## src/rtl/pd_pkg.sv

```systemverilog
package pd_pkg;
  localparam int NUM_WORDS = 4;
  localparam int CTRL_EN   = 0;
  localparam int CTRL_AUTO = 1;
  localparam int CTRL_CLR  = 2;
endpackage

```

## src/rtl/pd_ddr_capture.sv

```systemverilog
module pd_ddr_capture #(
  parameter int W = 16
) (
  input  logic         clk_i,
  input  logic         rst_ni,
  input  logic [W-1:0] data_i,
  input  logic         frame_i,
  output logic [W-1:0] rise_o,
  output logic [W-1:0] fall_o,
  output logic         frame_o
);
  always_ff @(posedge clk_i or negedge rst_ni) begin
    if (!rst_ni) begin
      rise_o  <= '0;
      frame_o <= 1'b0;
    end else begin
      rise_o  <= data_i;
      frame_o <= frame_i;
    end
  end

  always_ff @(negedge clk_i or negedge rst_ni) begin
    if (!rst_ni) fall_o <= '0;
    else         fall_o <= data_i;
  end
endmodule

```

## src/rtl/pd_regfile.sv

```systemverilog
module pd_regfile import pd_pkg::*; #(
  parameter int W  = 16,
  parameter int AW = 4,
  parameter int TW = 8
) (
  input  logic                          clk_i,
  input  logic                          rst_ni,
  input  logic                          wr_en_i,
  input  logic [AW-1:0]                 wr_addr_i,
  input  logic [7:0]                    wr_data_i,
  output logic [NUM_WORDS-1:0][W-1:0]   words_o,
  output logic                          en_o,
  output logic                          auto_o,
  output logic                          clr_o,
  output logic [TW-1:0]                 thr_o
);
  localparam int BPW    = W / 8;
  localparam int NBYTES = NUM_WORDS * BPW;
  localparam int A_CTRL = NBYTES;
  localparam int A_THR  = NBYTES + 1;

  logic [7:0] bytes_q [NBYTES];

  always_ff @(posedge clk_i or negedge rst_ni) begin
    if (!rst_ni) begin
      for (int i = 0; i < NBYTES; i++) bytes_q[i] <= '0;
      en_o   <= 1'b0;
      auto_o <= 1'b0;
      thr_o  <= '0;
    end else if (wr_en_i) begin
      for (int i = 0; i < NBYTES; i++)
        if (wr_addr_i == AW'(i)) bytes_q[i] <= wr_data_i;
      if (wr_addr_i == AW'(A_CTRL)) begin
        en_o   <= wr_data_i[CTRL_EN];
        auto_o <= wr_data_i[CTRL_AUTO];
      end
      if (wr_addr_i == AW'(A_THR)) thr_o <= TW'(wr_data_i);
    end
  end

  // clear is a write pulse, not stored
  assign clr_o = wr_en_i && (wr_addr_i == AW'(A_CTRL)) && wr_data_i[CTRL_CLR];

  for (genvar g = 0; g < NBYTES; g++) begin : g_word
    assign words_o[g / BPW][(g % BPW)*8 +: 8] = bytes_q[g];
  end
endmodule

```

## src/rtl/pd_compare.sv

```systemverilog
module pd_compare import pd_pkg::*; #(
  parameter int W  = 16,
  parameter int TW = 8
) (
  input  logic                        clk_i,
  input  logic                        rst_ni,
  input  logic [W-1:0]                rise_i,
  input  logic [W-1:0]                fall_i,
  input  logic                        frame_i,
  input  logic [NUM_WORDS-1:0][W-1:0] words_i,
  input  logic                        en_i,
  input  logic                        auto_i,
  input  logic                        clr_i,
  input  logic [TW-1:0]               thr_i,
  output logic [W-1:0]                err_rise_o,
  output logic [W-1:0]                err_fall_o,
  output logic                        ever_fail_o,
  output logic                        aligned_o
);
  logic          slot_q, slot_cur, active, any_miss, auto_hit;
  logic [W-1:0]  exp_r, exp_f, miss_r, miss_f;
  logic [TW:0]   cnt_q, cnt_n;

  // frame forces the I0/Q0 slot
  assign slot_cur = frame_i ? 1'b0 : slot_q;
  assign active   = en_i && (aligned_o || frame_i);
  assign exp_r    = slot_cur ? words_i[2] : words_i[0];
  assign exp_f    = slot_cur ? words_i[3] : words_i[1];
  assign miss_r   = active ? (rise_i ^ exp_r) : '0;
  assign miss_f   = active ? (fall_i ^ exp_f) : '0;
  assign any_miss = |{miss_r, miss_f};
  assign cnt_n    = cnt_q + 1'b1;
  assign auto_hit = active && !any_miss && auto_i && (thr_i != '0)
                    && (cnt_n == {thr_i, 1'b0});

  always_ff @(posedge clk_i or negedge rst_ni) begin
    if (!rst_ni) begin
      slot_q      <= 1'b0;
      aligned_o   <= 1'b0;
      cnt_q       <= '0;
      err_rise_o  <= '0;
      err_fall_o  <= '0;
      ever_fail_o <= 1'b0;
    end else begin
      aligned_o <= en_i ? (aligned_o | frame_i) : 1'b0;

      if (!en_i)       slot_q <= 1'b0;
      else if (active) slot_q <= ~slot_cur;

      if (clr_i || !en_i) cnt_q <= '0;
      else if (active)    cnt_q <= (any_miss || auto_hit) ? '0 : cnt_n;

      if (clr_i || auto_hit) begin
        err_rise_o <= '0;
        err_fall_o <= '0;
      end else begin
        err_rise_o <= err_rise_o | miss_r;
        err_fall_o <= err_fall_o | miss_f;
      end

      ever_fail_o <= clr_i ? 1'b0 : (ever_fail_o | any_miss);
    end
  end
endmodule

```

## src/rtl/pattern_err_det.sv

```systemverilog
module pattern_err_det import pd_pkg::*; #(
  parameter int W  = 16,
  parameter int AW = 4,
  parameter int TW = 8
) (
  input  logic          clk_i,
  input  logic          rst_ni,
  input  logic [W-1:0]  data_i,
  input  logic          frame_i,
  input  logic          wr_en_i,
  input  logic [AW-1:0] wr_addr_i,
  input  logic [7:0]    wr_data_i,
  output logic [W-1:0]  err_rise_o,
  output logic [W-1:0]  err_fall_o,
  output logic          ever_fail_o,
  output logic          aligned_o,
  output logic          pass_o
);
  logic [W-1:0]                rise_w, fall_w;
  logic                        frame_w, en_w, auto_w, clr_w;
  logic [TW-1:0]               thr_w;
  logic [NUM_WORDS-1:0][W-1:0] words_w;

  pd_ddr_capture #(.W(W)) u_cap (
    .clk_i   (clk_i),
    .rst_ni  (rst_ni),
    .data_i  (data_i),
    .frame_i (frame_i),
    .rise_o  (rise_w),
    .fall_o  (fall_w),
    .frame_o (frame_w)
  );

  pd_regfile #(.W(W), .AW(AW), .TW(TW)) u_regs (
    .clk_i     (clk_i),
    .rst_ni    (rst_ni),
    .wr_en_i   (wr_en_i),
    .wr_addr_i (wr_addr_i),
    .wr_data_i (wr_data_i),
    .words_o   (words_w),
    .en_o      (en_w),
    .auto_o    (auto_w),
    .clr_o     (clr_w),
    .thr_o     (thr_w)
  );

  pd_compare #(.W(W), .TW(TW)) u_cmp (
    .clk_i       (clk_i),
    .rst_ni      (rst_ni),
    .rise_i      (rise_w),
    .fall_i      (fall_w),
    .frame_i     (frame_w),
    .words_i     (words_w),
    .en_i        (en_w),
    .auto_i      (auto_w),
    .clr_i       (clr_w),
    .thr_i       (thr_w),
    .err_rise_o  (err_rise_o),
    .err_fall_o  (err_fall_o),
    .ever_fail_o (ever_fail_o),
    .aligned_o   (aligned_o)
  );

  assign pass_o = en_w && aligned_o && (err_rise_o == '0) && (err_fall_o == '0);
endmodule

```

## config.mk

```make
export PLATFORM = sky130hd
export DESIGN_NAME = pattern_err_det
export DESIGN_NICKNAME = d
export VERILOG_FILES = /design/src/rtl/pd_pkg.sv /design/src/rtl/pd_ddr_capture.sv /design/src/rtl/pd_regfile.sv /design/src/rtl/pd_compare.sv /design/src/rtl/pattern_err_det.sv
export SDC_FILE = /design/constraint.sdc
export NUM_CORES = 1
export LEC_CHECK = 0
export ABC_AREA = 1
export BUFFER_PORTS_ARGS = -buffer_cell sky130_fd_sc_hd__buf_2
export CORE_MARGIN = 5
export CORE_UTILIZATION = 35
export CTS_BUF_LIST = sky130_fd_sc_hd__clkbuf_16
export DETAILED_ROUTE_END_ITERATION = 10
export HOLD_SLACK_MARGIN = 0.05
export MAX_ROUTING_LAYER = met4
export PLACE_DENSITY_LB_ADDON = 0.25
export RECOVER_POWER = 25
export SKIP_CTS_REPAIR_TIMING = 1
export SYNTH_ARGS = -nofsm -noshare
export SYNTH_HDL_FRONTEND = slang
export SYNTH_SLANG_ARGS = --single-unit
export TNS_END_PERCENT = 100
```

## constraint.sdc

```tcl
create_clock -name clk_i -period 2.3 [get_ports clk_i]
set_clock_uncertainty 0.15 [all_clocks]
set_input_delay 0.23 -clock clk_i [delete_from_list [all_inputs] [get_ports clk_i]]
set_output_delay 0.23 -clock clk_i [all_outputs]
set_load 0.005 [all_outputs]
```

==> impl_metrics.env <==
export IMPL_status="finished with violations"
export IMPL_violations="setup timing"
export IMPL_hold_start="wr_data_i[7]"
export IMPL_synthSimpleGateAreaFrac_pct=29.3
export IMPL_place_congestion=0.813
export IMPL_startpoint="u_cap.fall_o[5]"
export IMPL_wl_per_cell_um=14.6
export IMPL_peakVddDrop_mv=0.572
export IMPL_route_detailed_drc=0
export IMPL_relSlewSlack_pct=17.2
export IMPL_synth_top_family_by_area="simple AND/OR/NAND/NOR gates"
export IMPL_cts_path_max_buffers=2
export IMPL_grt_pass1_vias=5909
export IMPL_final_setup_worst_slack_ns=-0.605
export IMPL_ant_nets=0
export IMPL_drive_gt1_share_pct=18.4
export IMPL_leakage_nw=4.75
export IMPL_finalHoldViolations=0
export IMPL_cts_root_buffer="clkbuf_16"
export IMPL_yosysUniqueCellTypes=25
export IMPL_worstSetupEndpointType="register"
export IMPL_wl_um=19400
export IMPL_grt_overflow_total=0
export IMPL_fin_cells=1326
export IMPL_worst_pin_slew_ns=1.24
export IMPL_clock_latency_ns=0.43
export IMPL_synth_largest_area_cell="dfrtp_1"
export IMPL_grt_max_degree=49
export IMPL_start_util_pct=35.6
export IMPL_path_class="register to register"
export IMPL_final_common_cell="nand2_1"
export IMPL_die_h_um=151
export IMPL_nets=1081
export IMPL_timing_rr_start="u_cap.fall_o[5]"
export IMPL_postSynthCellCount=877
export IMPL_synthTopCellsByArea="dfrtp_1 (49%), nand2_1 (16%), inv_1 (6.6%)"
export IMPL_final_cell_mix="nand2_1 (286), dfrtp_1 (135), inv_1 (119), buf_4 (76), nor2_1 (66)"
export IMPL_numCtsBuffers=17
export IMPL_yosys_warnings=0
export IMPL_cts_tree="built"
export IMPL_cap_violations=0
export IMPL_p_per_area_nw_per_um2=910
export IMPL_hold_path_class="input port to register"
export IMPL_synth_top_area_share_pct=48.7
export IMPL_drtPass1Iterations=5
export IMPL_synth_fa_ha_area_share_pct=0.180
export IMPL_report_final_slew_viol_count=0
export IMPL_required_ns=2.48
export IMPL_numPortBuffers=66
export IMPL_grt_use_total_pct=18.4
export IMPL_grt_pass1_wl_um=31100
export IMPL_dp_hpwl_um=13900
export IMPL_synth_area_um2=6930
export IMPL_htree_num_levels=4
export IMPL_pin_count=67
export IMPL_fillCellCount=1922
export IMPL_coreArea_um2=19500
export IMPL_rr_worst_depth=10
export IMPL_vias=6152
export IMPL_cp_start_kind="register"
export IMPL_dpl_cell_count=1271
export IMPL_synth_nets=910
export IMPL_synthMuxAreaShare_pct=0
export IMPL_rows=51
export IMPL_reg2reg_slack_ns=-0.61
export IMPL_antenna_found_initial=0
export IMPL_drt_initial_drc_count=363
export IMPL_die_w_um=151
export IMPL_cts_clk_slew_worst_paths_ns=0.06
export IMPL_setup_violations=59
export IMPL_avgViaCountPerCell=4.64
export IMPL_synth_seq_cells=151
export IMPL_r2r_end="u_cmp.err_rise_o[10]"
export IMPL_synth_compound_area_share_pct=7.11
export IMPL_antenna_cells=0
export IMPL_synth_xor_area_share_pct=0.126
export IMPL_syn2layout_area_growth_pct=30.8
export IMPL_hold_ws_ns=0.101
export IMPL_setup_worst_path_end="u_cmp.err_rise_o[10]"
export IMPL_seq_area_frac_synth_pct=54.5
export IMPL_rsz0062_at_grt="true"
export IMPL_critPathMaxFanout=6
export IMPL_worstPathArrival_ns=3.08
export IMPL_cts_sinks=151
export IMPL_synthesis_area_per_instance_um2=7.91
export IMPL_die_area_um2=22700
metrics by stage:
| step | power [mW] | instance area (um^2) | setup TNS [ns] | worst slack, ns | util, % |
|---|---|---|---|---|---|
| after floorplan | 4.51 | 6950 | -13.30 | -0.349 | - |
| after CTS | 8.22 | 8760 | -26.54 | -0.694 | 45.0 |
| after detailed placement | 5.35 | 8160 | -27.06 | -0.708 | 41.9 |
| final | 8.26 | 9070 | -27.95 | -0.605 | 46.6 |
| after global placement | 5.32 | 8160 | -26.18 | -0.682 | 41.9 |
| after global routing | 8.78 | 9070 | -40.36 | -0.728 | 46.6 |
cells by family after synthesis:
group           Yosys count
flops                   151
compound gates           94
simple gates            480
fa+ha+maj                 1
buf+inv                 150
xor+xnor                  1
cells in the mapped netlist:
cell type / number
a21oi_1: 16
buf_2: 8
buf_4: 5
buf_6: 2
clkbuf_1: 9
clkinv_1: 1
dfrtn_1: 16
dfrtp_1: 135
ha_1: 1
inv_1: 122
inv_2: 3
nand2_1: 289
nand2_2: 1
nand3_1: 55
nand3b_1: 23
nand4_1: 21
nor2_1: 81
nor2_4: 1
nor3_1: 6
nor4_1: 3
o211ai_1: 8
o21ai_0: 65
o21ai_1: 4
o21bai_1: 1
xor2_1: 1
metal layers:
layer	global-route usage, %	wire (um)	up-vias
met4	4.94	204	0
met5	-	0	-
met2	30.5	9730	103
met3	3.52	697	20
met1	23.3	8750	2927
li1	-	-	3102
area by class of cell:
cell class | instances | area [um^2] | area share [%]
clock inverters | 15 | 175 | 1.93
flip-flops and latches | 151 | 3780 | 41.7
clock buffers | 17 | 425 | 4.69
repair buffers | 176 | 1230 | 13.6
inverters | 126 | 473 | 5.21
multi-input cells | 576 | 2660 | 29.3
well taps | 265 | 332 | 3.66
power breakdown:
group | internal (mW) | switching [mW] | leakage (nW)
registers | 3.15 | 0.292 | 1.78
logic | 0.839 | 1.12 | 2.68
clock network | 1.71 | 1.15 | 0.293
total | 5.70 | 2.56 | 4.75
critical path, cell delays in order, from the launching register on:
cell       delay [ns]
dfrtn_1          0.43
o211ai_1         0.10
nand3_1          0.11
nand2_1          0.07
nor2_2           0.16
nand2_2          0.09
nor2_4           0.10
nand3_2          0.12
nand2_8          0.15
clkbuf_16        0.17
nor2_1           0.04
worst min path at each step:
stage                                     to  cells past startpoint
after floorplan                u_cap.frame_o                      0
after global placement    u_regs.words_o[28]                      1
after detailed placement  u_regs.words_o[63]                      1
after CTS                   u_cap.rise_o[12]                      1
after global routing      u_regs.words_o[63]                      3
final                     u_regs.words_o[63]                      3
state kept, by name (all words and copies together) (netlist names):
| register | count |
|---|---|
| u_regs.en_o | 1 |
| u_regs.words_o | 64 |
| u_cap.fall_o | 16 |
| u_cap.frame_o | 1 |
| u_cmp.err_fall_o | 16 |
| u_regs.thr_o | 8 |
| u_cmp.ever_fail_o | 1 |
| u_regs.auto_o | 1 |
| u_cmp.slot_q | 1 |
| u_cmp.err_rise_o | 16 |
| u_cap.rise_o | 16 |
| u_cmp.cnt_q | 9 |
| u_cmp.aligned_o | 1 |
Note: power is estimated with default switching activity, not from simulation.
